<file path="config.mk">
export PLATFORM = sky130hd
export DESIGN_NAME = stall_pick_sel
export DESIGN_NICKNAME = d
export VERILOG_FILES = /design/src/rtl/stall_pick_sel.sv
export SDC_FILE = /design/constraint.sdc
export NUM_CORES = 1
export LEC_CHECK = 0
export BUFFER_PORTS_ARGS = -buffer_cell sky130_fd_sc_hd__buf_2
export CAP_MARGIN = 15
export CORE_MARGIN = 4
export CORE_UTILIZATION = 45
export CTS_CLUSTER_DIAMETER = 80
export CTS_CLUSTER_SIZE = 14
export DETAILED_ROUTE_END_ITERATION = 8
export PLACE_DENSITY_LB_ADDON = 0.08
export SYNTH_ARGS = -nofsm -noshare
export SYNTH_HDL_FRONTEND = slang
export SYNTH_SLANG_ARGS = --single-unit
</file>
<file path="constraint.sdc">
create_clock -name clk -period 1.8 [get_ports clk]
set_input_delay 0.18 -clock clk [delete_from_list [all_inputs] [get_ports clk]]
set_output_delay 0.18 -clock clk [all_outputs]
set_load 0.005 [all_outputs]
</file>
<file path="src/rtl/stall_pick_sel.sv">
module stall_pick_sel #(
  parameter int RUN_W = 8
) (
  input  logic             clk,
  input  logic             rst_n,
  input  logic             sel_en,
  input  logic             stall_t0,
  input  logic             stall_t1,
  input  logic [RUN_W-1:0] max_run,
  output logic             fetch_thread
);

  logic             cur_q;
  logic [RUN_W-1:0] run_q;
  logic             pick;
  logic             at_limit;
  logic [RUN_W-1:0] run_next;

  assign at_limit = (run_q >= max_run);

  always_comb begin
    case ({stall_t1, stall_t0})
      2'b01:   pick = 1'b0;
      2'b10:   pick = 1'b1;
      2'b11:   pick = cur_q;
      default: pick = at_limit ? ~cur_q : cur_q;
    endcase
  end

  assign run_next = (pick != cur_q) ? '0 :
                    at_limit        ? max_run :
                                      run_q + 1'b1;

  always_ff @(posedge clk) begin
    if (!rst_n) begin
      cur_q <= 1'b0;
      run_q <= '0;
    end else if (sel_en) begin
      cur_q <= pick;
      run_q <= run_next;
    end
  end

  assign fetch_thread = cur_q;


  idle_hold_chk: assert property (@(posedge clk) disable iff (!rst_n)
    !sel_en |=> ($stable(cur_q) && $stable(run_q)));


  t0_prio_chk: assert property (@(posedge clk) disable iff (!rst_n)
    (sel_en && stall_t0 && !stall_t1) |=> (fetch_thread == 1'b0));


  t1_prio_chk: assert property (@(posedge clk) disable iff (!rst_n)
    (sel_en && stall_t1 && !stall_t0) |=> (fetch_thread == 1'b1));


  both_keep_chk: assert property (@(posedge clk) disable iff (!rst_n)
    (sel_en && stall_t0 && stall_t1) |=> $stable(fetch_thread));


  switch_clear_chk: assert property (@(posedge clk) disable iff (!rst_n)
    (sel_en && (pick != cur_q)) |=> (run_q == '0));


  run_cap_chk: assert property (@(posedge clk) disable iff (!rst_n)
    sel_en |=> (run_q <= $past(max_run)));

endmodule

</file>
==> results.cfg, run 1 <==
[outcome]
status = finished with violations
failed_checks = setup timing

[sta]
post-route-period-util_pct = 107
slew_headroom_pct = 79.3
fin_skew_ns = 0.00484
period_needed_ns = 1.92
worst_slack_ns = -0.117
max_freq_ghz = 0.522
setup_viol = 9
tightest_slew_ns = 0.302
hold_viol = 0
tns_ns = -0.772
slew_viol_final = 0
grt_setup_unrepaired = yes

[power]
combPwrFrac_pct = 32.9
p_sw_uw = 196
p_seq_share_pct = 36.9
p_leak_nw = 0.565
intPower_uw = 387
p_sw_share_pct = 33.6
ir_drop_uv = 335
powerDensity_nw_per_um2 = 435
power.share.clock_pct = 30.2

[yosys]
syn_area_per_cell_sq_um = 8.38
synth-seq-cells = 9
synthAdderAreaFrac_pct = 13.4
syn-cell-area_sq_um = 838
synth_top_family_by_area = compound AO/OA/AOI/OAI gates
synth_compound_area_share_pct = 30.3
ys_seq_area_share_pct = 21.5
syn_nets = 122
yosysWarnings = 0
synthSimpleGateAreaFrac_pct = 16.9
synth.area.mux_share_pct = 9.55
synth.distinct_cells = 33
synth_xor_area_share_pct = 0
syn_inst = 100

[clock_tree]
cts_sinks = 9
cts_buffers = 3
cts.clk_slew.worst_paths_ns = 0.08
clk-insertion-delay-late_ns = 0.28
htree_levels = 1
root_buffer = clkbuf_4
cts_tree = built
cts_buffer_depth = 2
cts_hold_buf = 0

[layout]
layout_common_cells = buf_4, buf_2, inv_1
final_cells = 162
final_common_cell = buf_4
nets = 160
antenna_cells = 0
synthToLayoutAreaGrowth_pct = 59.9
drive_above_1_share_pct = 56.2

[worst_setup_path]
start_kind = flip-flop
arrival_ns = 2.13
crit_required_ns = 2.01
critPathKind = reg -> reg
worstSetupEndpointType = flip-flop
crit_fanout = 4

[floorplan]
coreArea_sq_um = 1750
die_y_um = 51.2
start_util_pct = 48.0
ios = 14
die_area_sq_um = 2620
die_x_um = 51.2
fp-row-count = 15

[detailed_routing]
wl_um = 2520
ant_nets = 0
drtIter0Drc = 29
vias_per_cell = 5.70
vias = 924
drcViolationCount = 0
dr.pass1.iters = 4
wl_per_cell_um = 15.6

[placed_design]
place.detailed.hpwl_um = 1770
dp.cells = 155
port_buffers = 13
dp_worst_setup_slack_ns = -0.230
routabilityCongestion = 0.797

[grt]
antenna_found_initial = 0
grt_pass1_wl_um = 4020
grt_max_degree = 9
grt_util_all_layers_pct = 20.2
grt_pass1_vias = 905
grt-ovfl-total = 0

[hold_path]
hold_path.class = in -> reg

[flow_run]
max-cap-violations = 0
state kept, by name, indices dropped and copies added (netlist names):
register,flops
run_q,8
fetch_thread,1
per-stage QoR:
step                util (%)  hold slack (ns)  total power [mW]  cell area, sq um
finish                  76.8            0.185             0.583              1340
global route            76.8            0.199             0.616              1340
CTS                     71.2            0.181             0.559              1240
detailed placement      64.6            0.471             0.365              1130
global placement        64.6            0.469             0.360              1130
floorplan                  -            0.308             0.308               902
cell usage after synthesis (all sizes together):
| cell type | n | area share [%] |
|---|---|---|
| inv | 13 | 5.8 |
| dfxtp | 9 | 21 |
| ha | 9 | 13 |
| mux2i | 8 | 9.6 |
| nand3 | 6 | 3.6 |
| nor2 | 6 | 2.7 |
| o2bb2ai | 6 | 6.3 |
| a21oi | 5 | 3.4 |
| o21ai | 5 | 3.0 |
| nand2 | 4 | 2.1 |
| nor2b | 4 | 3.0 |
| and3 | 3 | 2.4 |
| o31ai | 3 | 2.7 |
| o41ai | 3 | 3.1 |
| a2111oi | 2 | 4.3 |
| buf | 2 | 1.9 |
| o22ai | 2 | 2.2 |
| a22oi | 1 | 1.5 |
| a31oi | 1 | 0.75 |
| a41oi | 1 | 1.0 |
| clkbuf | 1 | 0.60 |
| nand2b | 1 | 0.75 |
| nor3b | 1 | 0.90 |
| o211ai | 1 | 0.90 |
| o31a | 1 | 1.0 |
| or2 | 1 | 0.75 |
| or3 | 1 | 0.75 |
power by group through the flow:
stage	logic, mW	clock network [mW]	registers (mW)
floorplan	0.0910	0	0.217
CTS	0.169	0.176	0.214
global route	0.208	0.193	0.216
detailed placement	0.147	0	0.218
finish	0.192	0.176	0.215
global placement	0.143	0	0.217
worst max-delay path, cell delays in order (launching register included):
cell	delay (ns)
dfxtp_2	0.36
ha_4	0.22
a21oi_4	0.16
nand2_4	0.11
a2111oi_4	0.24
a22oi_2	0.11
buf_4	0.17
o41ai_2	0.34
o2bb2ai_1	0.15
kinds of logic (layout without fill, tap and decap cells):
logic type,Yosys count,after routing
muxes,8,8
DFF,9,9
adders and majority gates,9,9
buffers and inverters,16,53
AOI/OAI and AO/OA,31,31
and+or+nand+nor,27,27
cell type report:
type	count	area (sq um)
Multi-Input combinational cell	75	801
Fill cell	115	405
Timing Repair Buffer	36	245
Sequential cell	9	186
Inverter	13	48.8
Tap cell	25	31.3
Clock buffer	3	22.5
Clock inverter	1	5.00
what timing repair did:
item / 4_1_cts / 5_1_grt
endpoints found under the setup margin: 9 / 9
pin swaps: 5 / 7
gates resized for setup: 14 / 17
setup buffers: 2 / 1
metal layers:
layer / GRT usage [%] / vias to the layer above / part of all wire (%)
met2: 33.3 / 27 / 49
met3: 3.50 / 12 / 4.4
met1: 25.0 / 437 / 42
li1: - / 448 / -
met5: 0 / - / 0
met4: 10.3 / 0 / 3.7
worst paths after layout:
check                           startpoint            to  slack [ns]  cells after the start
worst max-delay path              run_q[7]      run_q[3]       -0.12                      8
worst min-delay path                 rst_n  fetch_thread        0.19                      2
worst max register to register    run_q[7]      run_q[3]       -0.12                      8
worst min register to register    run_q[6]      run_q[6]        0.60                      2
Note: power is estimated with default switching activity, not from simulation.
==> run 2, diff against run 1 <==
==> constraint.sdc (replaced) <==
create_clock -name clk -period 2.4 [get_ports clk]
set_input_delay 0.24 -clock clk [delete_from_list [all_inputs] [get_ports clk]]
set_output_delay 0.24 -clock clk [all_outputs]
set_load 0.005 [all_outputs]
==> run 2 against run 1 <==
The run now ends clean. Via count down 15%. Wire length down 28%. Clock skew decreased by 0.00095 ns. Design area decreased by 29%. First-iteration DRC count down 55%. Sequential share of layout area is 5.1 points higher. Maximum frequency fell by 12%. Setup slack better by 0.35 ns. Total power down 38%. Sequential cell count is the same. Clock power down 35%. Cell count decreased by 14%.
==> results.cfg, run 2 (synthesized netlist as in run 1, its figures left out) <==
[detailed_routing]
ant_nets = 0
drcViolationCount = 0
drtIter0Drc = 13
vias = 788
wl_um = 1820
wl_per_cell_um = 13.0
vias_per_cell = 5.63
dr.pass1.iters = 4

[grt]
antenna_found_initial = 0
met2_usage_pct = 23.0
use_met3_pct = 2.62
grt_pass1_wl_um = 2920
grt-ovfl-total = 0
met1_usage_pct = 19.5
grt_util_all_layers_pct = 14.7
busiest_layer = met2
grt_pass1_vias = 681
grt_max_degree = 9

[worst_setup_path]
crit_required_ns = 2.60
slowest_stage = dfxtp_1
arrival_ns = 2.37
start_kind = flip-flop
worst_r2r_endpoint = fetch_thread
worstRegToRegCells = 9
r2r_slack_ns = 0.23
critPathKind = reg -> reg
worstSetupEndpointType = flip-flop
rr_startpoint = run_q[0]
critPathMaxStageDelay_ns = 0.35
crit_chain = inv_1, ha_1, a31oi_1, nor2b_1, o211ai_1, nand2_1, buf_4, nor3b_1, o31a_1
cp_num_buf_inv = 2
crit_fanout = 8
crit_family = compound AO/OA/AOI/OAI gates

[sta]
post-route-period-util_pct = 90.4
slew_headroom_pct = 73.1
fin_skew_ns = 0.00389
hold_viol = 0
slew_viol_final = 0
period_needed_ns = 2.17
max_freq_ghz = 0.461
tns_ns = 0
tightest_slew_ns = 0.393
setup_viol = 0
grt_setup_unrepaired = no

[layout]
antenna_cells = 0
finish.utilization_pct = 54.3
drive_above_1_share_pct = 20.9
regMostFlops = run_q
synthToLayoutAreaGrowth_pct = 13.0
nets = 138
largest_reg_flops = 8
fill_cells = 182
layout_common_cells = inv_1, buf_2, ha_1, dfxtp_1, mux2i_1

[power]
ir_drop_uv = 271
powerDensity_nw_per_um2 = 381
p_leak_nw = 0.424

[floorplan]
start_util_pct = 48.0
ios = 14
fp-row-count = 15
die_area_sq_um = 2620
coreArea_sq_um = 1750
die_y_um = 51.2
die_x_um = 51.2

[clock_tree]
clk-insertion-delay-late_ns = 0.26
cts_buffer_depth = 2
cts_setup_buffers = 0
cts.clk_slew.worst_paths_ns = 0.06
htree_levels = 1
cts_sinks = 9
cts_buffers = 3
cts_hold_buf = 0
root_buffer = clkbuf_4
post_cts_resized = 0
cts_tree = built

[flow_run]
max-cap-violations = 0

[hold_path]
hold_path.class = in -> reg
holdPathStages = 2
worst_hold_path.endpoint = fetch_thread
holdCritStartpoint = rst_n

[placed_design]
port_buffers = 13
place.detailed.hpwl_um = 1480
routabilityCongestion = 0.821

[outcome]
status = complete, no violations
## run 2: worst register-to-register path, stage by stage (launching register included)
cell,delay [ns]
dfxtp_1,0.35
inv_1,0.09
ha_1,0.28
a31oi_1,0.15
nor2b_1,0.08
o211ai_1,0.27
nand2_1,0.29
buf_4,0.26
nor3b_1,0.18
o31a_1,0.17
## run 2: area by class of cell
cell class	count	area (sq um)	area share, %
sequential	9	180	19.0
tap	25	31.3	3.30
clock buffer	4	26.3	2.77
timing repair buffer	14	72.6	7.66
inverter	13	48.8	5.15
multi-input combinational	75	588	62.1
## run 2: worst max-delay path by stage
stage	cells after the start	endpoint	startpoint	slack, ns
floorplan	8	run_q[0]	run_q[7]	0.50
finish	9	fetch_thread	run_q[0]	0.23
global route	8	run_q[3]	run_q[0]	0.1
detailed placement	10	fetch_thread	max_run[1]	0.23
CTS	9	fetch_thread	run_q[0]	0.24
global placement	9	run_q[3]	max_run[7]	0.23
## run 2: power breakdown
part           total, mW  switching [mW]  internal (mW)  leakage, nW
combinational     0.0849          0.0460         0.0389        0.336
sequential         0.161         0.00634          0.155       0.0730
clock              0.115          0.0511         0.0640       0.0150
total              0.361           0.104          0.257        0.424
## run 2: per-layer routing
metal	routed length [um]	share of wire, %
met2	807	44
met5	0	0
met1	924	51
met3	61	3.3
met4	29	1.6
## run 2: metrics by stage
stage	instance area (sq um)	hold slack [ns]	total power [mW]	instances	worst slack (ns)
finish	947	0.287	0.361	140	0.231
global route	947	0.262	0.391	140	0.0978
CTS	947	0.276	0.367	140	0.239
detailed placement	921	0.498	0.249	136	0.226
global placement	921	0.507	0.247	136	0.225
floorplan	838	0.368	0.224	100	0.503
